==> src/rtl/daf_pkg.sv <==
package daf_pkg;

    localparam int WORD_W     = 16;
    localparam int MAC_W      = 48;
    localparam int CNT_W      = 5;
    localparam int DESC_WORDS = 4;
    localparam int MODE_W     = 3;

    // Receive mode, bit 0 promiscuous, bit 1 all-multicast, bit 2 broadcast
    typedef struct packed {
        logic bcast;
        logic allmc;
        logic promisc;
    } mode_t;

    typedef struct packed {
        logic accept;
        logic bcast;
        logic mcast;
    } verdict_t;

    typedef enum logic [2:0] {
        LD_IDLE,
        LD_NEXT,
        LD_DREQ,
        LD_DWAIT,
        LD_MREQ,
        LD_MWAIT
    } ld_state_t;

    function automatic logic is_group(input logic [MAC_W-1:0] a);
        return a[0];
    endfunction

    function automatic logic is_broadcast(input logic [MAC_W-1:0] a);
        return &a;
    endfunction

    // Fixed-priority verdict: promiscuous, all-multicast, broadcast, table
    function automatic verdict_t decide(input mode_t m,
                                        input logic [MAC_W-1:0] a,
                                        input logic table_hit);
        verdict_t v;
        v = '0;
        if (m.promisc && !is_group(a)) begin
            v.accept = 1'b1;
        end else if (m.allmc && is_group(a)) begin
            v.accept = 1'b1;
            v.mcast  = 1'b1;
        end else if (m.bcast && is_broadcast(a)) begin
            v.accept = 1'b1;
            v.bcast  = 1'b1;
        end else if (table_hit) begin
            v.accept = 1'b1;
        end
        return v;
    endfunction

endpackage

==> src/rtl/daf_cam_store.sv <==
module daf_cam_store
    import daf_pkg::*;
#(
    parameter int N_ENTRIES = 16
) (
    input  logic                        clk,
    input  logic                        rst,
    input  logic                        ent_we,
    input  logic [$clog2(N_ENTRIES)-1:0] ent_idx,
    input  logic [MAC_W-1:0]            ent_data,
    input  logic                        mask_we,
    input  logic [N_ENTRIES-1:0]        mask_data,
    input  logic [MAC_W-1:0]            lookup_addr,
    output logic                        table_hit
);

    localparam int IDX_W = $clog2(N_ENTRIES);

    logic [N_ENTRIES-1:0] mask_q;
    logic [N_ENTRIES-1:0] hit_vec;

    always_ff @(posedge clk) begin
        if (rst) begin
            mask_q <= '0;
        end else if (mask_we) begin
            mask_q <= mask_data;
        end
    end

    for (genvar g = 0; g < N_ENTRIES; g++) begin : g_ent
        logic [MAC_W-1:0] val_q;

        always_ff @(posedge clk) begin
            if (rst) begin
                val_q <= '0;
            end else if (ent_we && (ent_idx == IDX_W'(g))) begin
                val_q <= ent_data;
            end
        end

        assign hit_vec[g] = mask_q[g] && (val_q == lookup_addr);
    end

    assign table_hit = |hit_vec;

endmodule

==> src/rtl/daf_cam_loader.sv <==
module daf_cam_loader
    import daf_pkg::*;
#(
    parameter int N_ENTRIES = 16,
    parameter int ADDR_W    = 16
) (
    input  logic                         clk,
    input  logic                         rst,
    input  logic                         load_start,
    input  logic [ADDR_W-1:0]            load_base,
    input  logic [CNT_W-1:0]             load_count,
    output logic                         load_busy,
    output logic                         load_done,
    output logic                         rd_req,
    output logic [ADDR_W-1:0]            rd_addr,
    input  logic                         rd_valid,
    input  logic [WORD_W-1:0]            rd_data,
    output logic                         ent_we,
    output logic [$clog2(N_ENTRIES)-1:0] ent_idx,
    output logic [MAC_W-1:0]             ent_data,
    output logic                         mask_we,
    output logic [N_ENTRIES-1:0]         mask_data
);

    localparam int IDX_W  = $clog2(N_ENTRIES);
    localparam int WSEL_W = $clog2(DESC_WORDS);
    localparam logic [WSEL_W-1:0] LAST_WORD = WSEL_W'(DESC_WORDS - 1);

    ld_state_t           state_q;
    logic [ADDR_W-1:0]   ptr_q;
    logic [CNT_W-1:0]    cnt_q;
    logic [WSEL_W-1:0]   wsel_q;
    logic [IDX_W-1:0]    idx_q;
    logic [WORD_W-1:0]   lo_q;
    logic [WORD_W-1:0]   mid_q;
    logic                done_q;

    always_comb begin
        rd_req    = (state_q == LD_DREQ) || (state_q == LD_MREQ);
        rd_addr   = (state_q == LD_DREQ) ? (ptr_q + ADDR_W'(wsel_q)) : ptr_q;
        ent_we    = (state_q == LD_DWAIT) && rd_valid && (wsel_q == LAST_WORD);
        ent_idx   = idx_q;
        ent_data  = {rd_data, mid_q, lo_q};
        mask_we   = (state_q == LD_MWAIT) && rd_valid;
        mask_data = rd_data[N_ENTRIES-1:0];
        load_busy = (state_q != LD_IDLE);
        load_done = done_q;
    end

    always_ff @(posedge clk) begin
        if (rst) begin
            state_q <= LD_IDLE;
            ptr_q   <= '0;
            cnt_q   <= '0;
            wsel_q  <= '0;
            idx_q   <= '0;
            lo_q    <= '0;
            mid_q   <= '0;
            done_q  <= 1'b0;
        end else begin
            done_q <= 1'b0;
            unique case (state_q)
                LD_IDLE: begin
                    if (load_start) begin
                        ptr_q   <= load_base;
                        cnt_q   <= load_count;
                        state_q <= LD_NEXT;
                    end
                end
                LD_NEXT: begin
                    if (cnt_q == '0) begin
                        state_q <= LD_MREQ;
                    end else begin
                        wsel_q  <= '0;
                        state_q <= LD_DREQ;
                    end
                end
                LD_DREQ: begin
                    state_q <= LD_DWAIT;
                end
                LD_DWAIT: begin
                    if (rd_valid) begin
                        unique case (wsel_q)
                            WSEL_W'(0): idx_q <= rd_data[IDX_W-1:0];
                            WSEL_W'(1): lo_q  <= rd_data;
                            WSEL_W'(2): mid_q <= rd_data;
                            default: ;
                        endcase
                        if (wsel_q == LAST_WORD) begin
                            cnt_q   <= cnt_q - 1'b1;
                            ptr_q   <= ptr_q + ADDR_W'(DESC_WORDS);
                            state_q <= LD_NEXT;
                        end else begin
                            wsel_q  <= wsel_q + 1'b1;
                            state_q <= LD_DREQ;
                        end
                    end
                end
                LD_MREQ: begin
                    state_q <= LD_MWAIT;
                end
                LD_MWAIT: begin
                    if (rd_valid) begin
                        done_q  <= 1'b1;
                        state_q <= LD_IDLE;
                    end
                end
                default: state_q <= LD_IDLE;
            endcase
        end
    end

endmodule

==> src/rtl/daf_classifier.sv <==
module daf_classifier
    import daf_pkg::*;
(
    input  logic              clk,
    input  logic              rst,
    input  logic              match_start,
    input  logic [MODE_W-1:0] rx_mode,
    input  logic [MAC_W-1:0]  dst_addr,
    input  logic              table_hit,
    output logic              match_valid,
    output logic              match_accept,
    output logic              match_bcast,
    output logic              match_mcast
);

    // Stage 1: capture request and table lookup result
    logic             v1_q;
    mode_t            m1_q;
    logic [MAC_W-1:0] a1_q;
    logic             h1_q;

    // Stage 2: registered verdict
    logic             vld_q;
    verdict_t         vrd_q;

    always_ff @(posedge clk) begin
        if (rst) begin
            v1_q  <= 1'b0;
            m1_q  <= '0;
            a1_q  <= '0;
            h1_q  <= 1'b0;
            vld_q <= 1'b0;
            vrd_q <= '0;
        end else begin
            v1_q <= match_start;
            if (match_start) begin
                m1_q <= mode_t'(rx_mode);
                a1_q <= dst_addr;
                h1_q <= table_hit;
            end
            vld_q <= v1_q;
            vrd_q <= v1_q ? decide(m1_q, a1_q, h1_q) : verdict_t'('0);
        end
    end

    assign match_valid  = vld_q;
    assign match_accept = vrd_q.accept;
    assign match_bcast  = vrd_q.bcast;
    assign match_mcast  = vrd_q.mcast;

endmodule

==> src/rtl/dest_addr_filter.sv <==
module dest_addr_filter
    import daf_pkg::*;
#(
    parameter int N_ENTRIES = 16,
    parameter int ADDR_W    = 16
) (
    input  logic              clk,
    input  logic              rst,
    input  logic              match_start,
    input  logic [2:0]        rx_mode,
    input  logic [47:0]       dst_addr,
    output logic              match_valid,
    output logic              match_accept,
    output logic              match_bcast,
    output logic              match_mcast,
    input  logic              load_start,
    input  logic [ADDR_W-1:0] load_base,
    input  logic [4:0]        load_count,
    output logic              load_busy,
    output logic              load_done,
    output logic              rd_req,
    output logic [ADDR_W-1:0] rd_addr,
    input  logic              rd_valid,
    input  logic [15:0]       rd_data
);

    localparam int IDX_W = $clog2(N_ENTRIES);

    logic                 ent_we;
    logic [IDX_W-1:0]     ent_idx;
    logic [MAC_W-1:0]     ent_data;
    logic                 mask_we;
    logic [N_ENTRIES-1:0] mask_data;
    logic                 table_hit;

    daf_cam_loader #(
        .N_ENTRIES (N_ENTRIES),
        .ADDR_W    (ADDR_W)
    ) u_loader (
        .clk        (clk),
        .rst        (rst),
        .load_start (load_start),
        .load_base  (load_base),
        .load_count (load_count),
        .load_busy  (load_busy),
        .load_done  (load_done),
        .rd_req     (rd_req),
        .rd_addr    (rd_addr),
        .rd_valid   (rd_valid),
        .rd_data    (rd_data),
        .ent_we     (ent_we),
        .ent_idx    (ent_idx),
        .ent_data   (ent_data),
        .mask_we    (mask_we),
        .mask_data  (mask_data)
    );

    daf_cam_store #(
        .N_ENTRIES (N_ENTRIES)
    ) u_store (
        .clk         (clk),
        .rst         (rst),
        .ent_we      (ent_we),
        .ent_idx     (ent_idx),
        .ent_data    (ent_data),
        .mask_we     (mask_we),
        .mask_data   (mask_data),
        .lookup_addr (dst_addr),
        .table_hit   (table_hit)
    );

    daf_classifier u_class (
        .clk          (clk),
        .rst          (rst),
        .match_start  (match_start),
        .rx_mode      (rx_mode),
        .dst_addr     (dst_addr),
        .table_hit    (table_hit),
        .match_valid  (match_valid),
        .match_accept (match_accept),
        .match_bcast  (match_bcast),
        .match_mcast  (match_mcast)
    );

endmodule

==> config.mk <==
export PLATFORM = sky130hd
export DESIGN_NAME = dest_addr_filter
export DESIGN_NICKNAME = d
export VERILOG_FILES = /design/src/rtl/daf_pkg.sv /design/src/rtl/daf_cam_store.sv /design/src/rtl/daf_cam_loader.sv /design/src/rtl/daf_classifier.sv /design/src/rtl/dest_addr_filter.sv
export SDC_FILE = /design/constraint.sdc
export NUM_CORES = 2
export LEC_CHECK = 0
export CAP_MARGIN = 20
export CORE_AREA = 2 2 374 376
export DETAILED_ROUTE_END_ITERATION = 10
export DIE_AREA = 0 0 376 378
export MAX_ROUTING_LAYER = met4
export PLACE_DENSITY = 0.52
export SYNTH_ARGS = -nofsm -noshare
export SYNTH_HDL_FRONTEND = slang
export SYNTH_SLANG_ARGS = --single-unit
==> constraint.sdc <==
create_clock -name clk -period 4.2 [get_ports clk]
set_input_delay 0.63 -clock clk [delete_from_list [all_inputs] [get_ports clk]]
set_output_delay 0.63 -clock clk [all_outputs]
set_load 0.02 [all_outputs]
==> metrics <==
status complete, no violations; P&R area growth vs syn 15.3%; xor/xnor share of the synthesized area 0.151; Critical Path Start Type register; grt total ovfl 0; I/O Pins 116; clock sinks 904; clock buffer count from CTS 98; reg-to-reg slack, setup 1.06 ns; Endpoint, Worst Hold u_store.g_ent[1].val_q[39]; Worst Path Required 3.57 ns; part of the Yosys area used for sequential elements 0.440; clock latency on the worst-skew pair 0.72 ns; Netlist cell types 53; max cap viols 0; Total Nets Final 5,353; Worst Setup Path Type register to output pin; fillers 14,600; Die Wd 376 microns; post-synth top area share 0.440; Adder-Cell Fraction of Synth Area 0.00292; Die Height 378 microns; htree depth 3; gr busiest metal met2; reg2reg end u_store.g_ent[14].val_q[26]; CP arrival 3.35 ns; synthesis-stage register bit count 904; met3 Usage GRT 0.0411; FP Rows 137; static leakage 16.0 nW; clk_skew 0.0271 ns; mux cell area share after synthesis 0.0137; placed cells 6,958; final hold viol count 0; crit path cell chain ha_1 > inv_1 > fa_1 > nor2b_1 > nand4_1 > xnor2_1 > clkdlybuf4s50_1; Worst Hold Depth 3; number of synthesized flops with an enable pin 0; setup slack at placement 0.627 ns; met2 usage 0.393; total track usage 0.260; Starting Density 0.297; hpwl dp 114,000 microns; CTS Hold Buffers Added 0; min-delay worst type input port to register; CTS Buffer Depth 3; hold path startpoint rd_data[7]; Die ar. 142,000 sq um; Cell Area, Synth 41,100 sq um; I/O Buffers 115; clk root buf clkbuf_16; RR Startpoint u_loader.state_q[0]; CP max FO 7; Final setup viols 0; setup bufs post-CTS 0; Finished Layout Cells 7,142; commonest cells after routing, fill and taps aside nand2_1, dfxtp_1, a21oi_1; area of the multi-input gates 21,000 sq um; initial antenna violation count 7; setup TNS 0 ns; Max-slew headroom 0.156; Finished Cell Area 47,400 sq um; simple-gate portion of the synthesized area 0.215; CTS tree done; cell accounting for the most synthesized area dfxtp_1; Pwr Density 407 nW/um^2; worst r2r path cells 8; GP Congestion 0.922; most common cell after layout, fill and taps aside nand2_1; Synth Area per Inst 7.70 sq um; peak supply drop 0.000319 V; FF+latch area 18,100 sq um; final worst path period need 3.98 ns; routed len/inst 25.9 microns; grt met1 use 0.338; total number of yosys warnings 0; core region area 139,000 sq um; placed inst area 44,200 sq um; Clock Pin Slew Worst Setup and Hold Paths 0.06 ns; DR pass1 iterations 6; drt drc 0; Post-Route WL 185,000 microns; DR vias/cell 5.28; CP Capture Type output pin; Main synth FF type dfxtp_1; Max Slew Vio Count 0; Routed Antenna Nets 0; vias in the first global route 34,400; Achievable Freq 251 MHz; # resized after CTS 0; synth top area cells dfxtp_1, nand2_1, a21oi_1, xor2_1, xnor2_1; post-synthesis compound-gate area fraction 0.125; main combinational cell family by area after synthesis simple AND/OR/NAND/NOR gates; ratio of cells with drive above 1 in the final layout 0.0822; largest net degree at the start of global routing 116; period utilization 0.947; Final WS setup 0.222 ns; RSZ-0062 raised after global routing false; 1st-iter DRT viols 4,898; syn_nets 5,442; Worst-Margin Slew 1.27 ns; Post-Synthesis Cells 5,340; vias post-DR 37,700; critical path's largest stage delay 0.63 ns; FFs w/ async S/R, synth 0; first-pass GRT wire length 259,000 microns; Slowest cell on crit path clkdlybuf4s50_1
==> critical path: cells and delay by family, from the launching register on <==
family	cells	cell delay (ns)
flops	1	0.43
buf+inv	2	0.68
fa+ha+maj	2	0.57
simple gates	2	0.76
xor+xnor	1	0.20
==> routing by layer <==
metal | up-vias | part of all wire
li1 | 17200 | -
met1 | 18300 | 0.41
met2 | 1860 | 0.44
met3 | 386 | 0.092
met4 | 0 | 0.051
met5 | - | 0
==> through the flow <==
step | utilization | hold WS, ns | power (W)
5_1_grt | 0.342 | 0.379 | 0.0198
3_3_place_gp | 0.319 | 0.439 | 0.0106
2_1_floorplan | - | 0.425 | 0.00980
4_1_cts | 0.342 | 0.338 | 0.0194
6_report | 0.342 | 0.404 | 0.0193
3_5_place_dp | 0.319 | 0.445 | 0.0106
==> Yosys cell counts, drive strengths merged, types with 3 or more instances <==
library cell / number
nand4: 122
a21o: 3
xnor2: 339
o31ai: 4
o21ai: 26
a22oi: 11
ha: 8
dfxtp: 904
nor4: 117
a222oi: 6
and3: 7
o221ai: 5
nor3: 32
o2bb2ai: 12
and2: 4
nand3: 26
a22o: 10
a221oi: 8
or4: 4
o22ai: 21
inv: 64
clkbuf: 375
nand2b: 7
nor2b: 8
nor2: 119
a21oi: 849
buf: 108
xor2: 367
nand2: 1690
nor3b: 3
o2111ai: 4
o32ai: 3
mux2i: 55
==> final cells by class <==
| cell class | instances | share of cell area |
|---|---|---|
| clock inverter | 28 | 0.00678 |
| inverter | 64 | 0.00506 |
| clock buffer | 149 | 0.0609 |
| antenna | 7 | 0.000369 |
| tap | 1807 | 0.0477 |
| sequential | 904 | 0.382 |
| multi-input combinational | 3889 | 0.443 |
| timing repair buffer | 294 | 0.0537 |
==> worst max path at each step <==
stage / slack [ns] / from / to
6_report: 0.22 / u_loader.wsel_q[0] / rd_addr[14]
5_1_grt: 0.05 / u_loader.wsel_q[0] / rd_addr[6]
4_1_cts: 0.13 / u_loader.wsel_q[0] / rd_addr[6]
3_5_place_dp: 0.63 / dst_addr[13] / u_class.h1_q
3_3_place_gp: 0.61 / dst_addr[37] / u_class.h1_q
2_1_floorplan: 1.59 / dst_addr[8] / u_class.h1_q
==> cells by family after synthesis <==
family                     after synthesis
and+or+nand+nor                       2146
AOI/OAI and AO/OA                      972
DFF                                    904
xor gates and xnor gates               706
buffers and inverters                  547
muxes                                   56
adders and majority gates                9
==> registers in the layout (all words and copies together), names as in the netlist <==
register and cells:
u_class.v1_q 1, u_loader.ent_idx 4, u_class.m1_q 3, u_loader.lo_q 16
u_class.match_valid 1, u_class.a1_q 48, u_loader.ptr_q 16, u_class.match_accept 1
u_class.h1_q 1, u_class.match_mcast 1, u_loader.mid_q 16, u_loader.wsel_q 2
u_loader.cnt_q 5, u_loader.state_q 3, u_store.mask_q 16, u_store.g_ent.val_q 768
u_loader.load_done 1, u_class.match_bcast 1
==> power breakdown <==
part	internal, W	leakage (nW)	switching [W]	total [W]
logic	0.000546	7.09	0.00120	0.00175
clock network	0.00504	1.58	0.00380	0.00884
registers	0.00865	7.31	0.0000857	0.00873
(Power assumes the default switching activity.)
